--- config.mk ---
export PLATFORM = sky130hd
export DESIGN_NAME = seq11101_detector
export DESIGN_NICKNAME = d
export VERILOG_FILES = /design/src/rtl/rec_pkg.sv /design/src/rtl/rec_next.sv /design/src/rtl/rec_state_reg.sv /design/src/rtl/rec_out_decode.sv /design/src/rtl/seq11101_detector.sv
export SDC_FILE = /design/constraint.sdc
export NUM_CORES = 1
export LEC_CHECK = 0
export BUFFER_PORTS_ARGS = -buffer_cell sky130_fd_sc_hd__buf_2
export CAP_MARGIN = 20
export CELL_PAD_IN_SITES_DETAIL_PLACEMENT = 0
export CELL_PAD_IN_SITES_GLOBAL_PLACEMENT = 1
export CORE_AREA = 2 2 39 41
export CTS_BUF_LIST = sky130_fd_sc_hd__clkbuf_16
export DETAILED_ROUTE_END_ITERATION = 16
export DIE_AREA = 0 0 41 43
export PLACE_DENSITY = 0.3
export SLEW_MARGIN = 20
export SYNTH_ARGS = -nofsm -noshare
export SYNTH_HDL_FRONTEND = slang
export SYNTH_HIERARCHICAL = 1
export SYNTH_SLANG_ARGS = --single-unit
export TNS_END_PERCENT = 10
--- constraint.sdc ---
create_clock -name clk -period 1.2 [get_ports clk]
set_input_delay 0.18 -clock clk [delete_from_list [all_inputs] [get_ports clk]]
set_output_delay 0.18 -clock clk [all_outputs]
set_load 0.01 [all_outputs]
--- src/rtl/rec_pkg.sv ---
package rec_pkg;
  localparam int STW = 3;

  typedef enum logic [STW-1:0] {
    S_IDLE = 3'b000,  // nothing useful seen
    S_ONE  = 3'b001,  // one 1
    S_TWO  = 3'b010,  // two 1s
    S_RUN  = 3'b011,  // three or more 1s
    S_GAP  = 3'b100,  // 1s then a 0
    S_HIT  = 3'b101   // full pattern seen
  } rec_state_t;
endpackage

--- src/rtl/rec_next.sv ---
module rec_next
  import rec_pkg::*;
(
  input  rec_state_t cur,
  input  logic       bit_i,
  output rec_state_t nxt
);
  always_comb begin
    nxt = S_IDLE;
    unique case (cur)
      S_IDLE:  nxt = bit_i ? S_ONE : S_IDLE;
      S_ONE:   nxt = bit_i ? S_TWO : S_IDLE;
      S_TWO:   nxt = bit_i ? S_RUN : S_IDLE;
      S_RUN:   nxt = bit_i ? S_RUN : S_GAP;
      S_GAP:   nxt = bit_i ? S_HIT : S_IDLE;
      S_HIT:   nxt = bit_i ? S_TWO : S_IDLE;
      default: nxt = S_IDLE;
    endcase
  end
endmodule

--- src/rtl/rec_state_reg.sv ---
module rec_state_reg
  import rec_pkg::*;
(
  input  logic       clk,
  input  logic       rst,
  input  rec_state_t d,
  output rec_state_t q
);
  always_ff @(posedge clk) begin
    if (rst) q <= S_IDLE;
    else     q <= d;
  end
endmodule

--- src/rtl/rec_out_decode.sv ---
module rec_out_decode
  import rec_pkg::*;
(
  input  rec_state_t cur,
  output logic       flag
);
  assign flag = (cur == S_HIT);
endmodule

--- src/rtl/seq11101_detector.sv ---
module seq11101_detector
  import rec_pkg::*;
(
  input  logic clk,
  input  logic rst,
  input  logic seq_in,
  output logic hit
);
  rec_state_t st_q;
  rec_state_t st_d;

  rec_next u_next (
    .cur   (st_q),
    .bit_i (seq_in),
    .nxt   (st_d)
  );

  rec_state_reg u_reg (
    .clk (clk),
    .rst (rst),
    .d   (st_d),
    .q   (st_q)
  );

  rec_out_decode u_dec (
    .cur  (st_q),
    .flag (hit)
  );
endmodule

==> summary.md <==
| Metric | Value |
|---|---|
| Run status | `completed` |
| Hold Crit Class | `in -> reg` |
| Number of flip-flops in the largest register | `3` |
| EDFF count, synth | `0` |
| Pwr per Cell Area | `between 2000 and 3000 nW/um2` |
| Setup CP Type | `reg -> out` |
| Routed wire length per instance | `7.59 um` |
| Area growth syn-to-layout | `85.8%` |
| Measured slew at the worst slew-check pin | `0.238 ns` |
| Antenna cells | `0` |
| Yosys warnings | `6` |
| Post-DP HPWL | `198 um` |
| Placed Instances | `33` |
| Vias per inst | `3.35` |
| CTS tree | `built` |
| Clock Sinks | `3` |
| Nets@finish | `25` |
| I/O pin total | `4` |
| Pre-CTS setup slack | `around 0.25 ns` |
| Worst skew pair latency | `0.22 ns` |
| Syn avg cell area | `9.47 um2` |
| Worst Skew | `0.00144 ns` |
| Remaining global-route overflow | `0` |
| Worst EP arrival | `0.91 ns` |
| CTS hold repair buffers | `0` |
| PostCTS Resize Cnt | `0` |
| Largest net degree at the start of global routing | `6` |
| Core area | `1380 um2` |
| CTS H-tree lvls | `1` |
| Static Leak | `roughly 0.11 nW` |
| CP max FO | `5` |
| Biggest regs | `u_reg/q (3)` |
| Req. time, crit path | `1.02 ns` |
| Die H | `43 um` |
| First-pass GRT wire length | `~460 um` |
| Die area | `around 1800 um2` |
| Buffers on Ports | `3` |
| Root Buffer | `clkbuf_16` |
| Crit end category | `primary output` |
| Synth Register Bits | `3` |
| Initial antenna violation count | `0` |
| Post-synth top cells | `3 x dfxtp_1, 3 x nor2b_1, 2 x nor2_1` |
| Period utilization | `91.2%` |
| Clock tree buffer depth | `2` |
| RSZ-0062 raised after global routing | `no` |
| Top layer reached by signal wires | `met3` |
| Rows | `14` |
| Vias | `between 100 and 150` |
| Vias in the first global route | `between 100 and 150` |
| Maximum clock frequency | `0.914 GHz` |
| Sequential share of the synthesized area | `45.3%` |
| Gr usage total | `4.62%` |
| DRT met1 WL | `134 um` |
| Layout cell share with drive strength beyond 1 | `between 30% and 40%` |
| Residual DRC count | `0` |
| Largest Register | `u_reg/q` |
| Top cell type's share of synthesized area | `a little under half` |
| CP startpoint kind | `flop` |
| Placer congestion estimate | `about 0.65` |
| Post-DRT Antenna Nets | `0` |
| Synth cell types | `9` |
| Netlist Area Pre-Place | `133 um2` |
| Final worst setup slack | `0.106 ns` |
| Asr flop ratio synth | `0%` |
| Endpoints failing hold | `0` |
| Synth area leaders | `dfxtp_1 45%, nor2b_1 14%, a21bo_2 7.5%, nor4bb_1 7.5%, a31o_1 6.6%` |
| Final WL | `281 um` |
| Peak VDD IR | `1.23 mV` |
| Max-slew violations | `0` |
| Syn Inst Count | `14` |
| Non-filler cells, final | `37` |
| Final setup fails | `0` |
| Minimum hold slack | `0.155 ns` |
| Clock transition at the registers of the reported paths | `0.03 ns` |
| Die width | `41 um` |
| Rel. slew slack | `between 80 and 90%` |
| Setup TNS after final layout | `0 ns` |
| Prevailing post-synth register cell | `dfxtp_1` |
| DRT iter0 DRCs | `3` |
| Tmin final | `1.09 ns` |
| Met2 WL post-DR | `107 um` |
| Met3 wire length | `40 um` |
| Area leader, netlist | `dfxtp_1` |
| Maxcap violations | `0` |
| Initial cell density of the core | `9.58%` |
| First-pass DRT Iterations | `2` |
| CTS Buf Count | `3` |
| Postcts setup bufs | `0` |
| Synth Net Count | `17` |
[per-layer routing]
layer	vias to the layer above	global-route usage (%)
met5	-	0
met4	0	4.00
met3	0	6.28
met2	6	3.75
met1	55	5.14
li1	63	-
[final cells by class]
cell class                      instances  area, um2
Timing Repair Buffer                    3       15.0
Fill cell                             157       1140
Multi-Input combinational cell         10       68.8
Clock buffer                            3       75.1
Clock inverter                          1       3.75
Inverter                                1       3.75
Sequential cell                         3       60.1
Tap cell                               16       20.0
[placed cells by master, fill, tap and decap left out, types with 2 or more instances in the layout]
master	synthesis	layout
nor2_1	2	2
buf_2	0	3
clkbuf_16	0	3
nor2b_1	3	3
inv_1	1	2
dfxtp_1	3	3
[cell families (layout without fill, tap and decap cells)]
family | after synthesis | count (layout) | share of synthesized area (%)
buffers and inverters | 1 | 8 | 2.83
and+or+nand+nor | 7 | 7 | 34.0
DFF | 3 | 3 | 45.3
AOI/OAI and AO/OA | 3 | 3 | 17.9
[worst max-delay path, cell delays in order, from the launching register on]
cell	delay (ns)
dfxtp_1	0.37
and3b_1	0.19
buf_2	0.13
[power by group]
group	leakage (nW)	total, mW	internal (mW)	switching [mW]
combinational	0.0420	0.0161	0.00920	0.00688
clock	0.0423	0.513	0.429	0.0840
sequential	0.0245	0.107	0.104	0.00318
total	0.109	0.636	0.542	0.0940
[path summary, 6_finish.rpt]
kind | startpoint | endpoint | slack [ns] | depth (start not counted)
hold / removal | rst | u_reg/q[2] | 0.15 | 2
setup reg to reg | u_reg/q[0] | u_reg/q[2] | 0.24 | 3
hold reg to reg | u_reg/q[0] | u_reg/q[0] | 0.60 | 2
setup / recovery | u_reg/q[1] | hit | 0.11 | 2
[stage by stage]
step | util (%) | power, mW | cell area [um2]
after floorplan | - | 0.117 | 133
after global placement | 12.1 | 0.124 | 168
after detailed placement | 12.1 | 0.124 | 168
after CTS | 17.8 | 0.648 | 246
after global routing | 17.8 | 0.665 | 246
final | 17.8 | 0.636 | 246
Note: power is estimated with default switching activity, not from simulation.
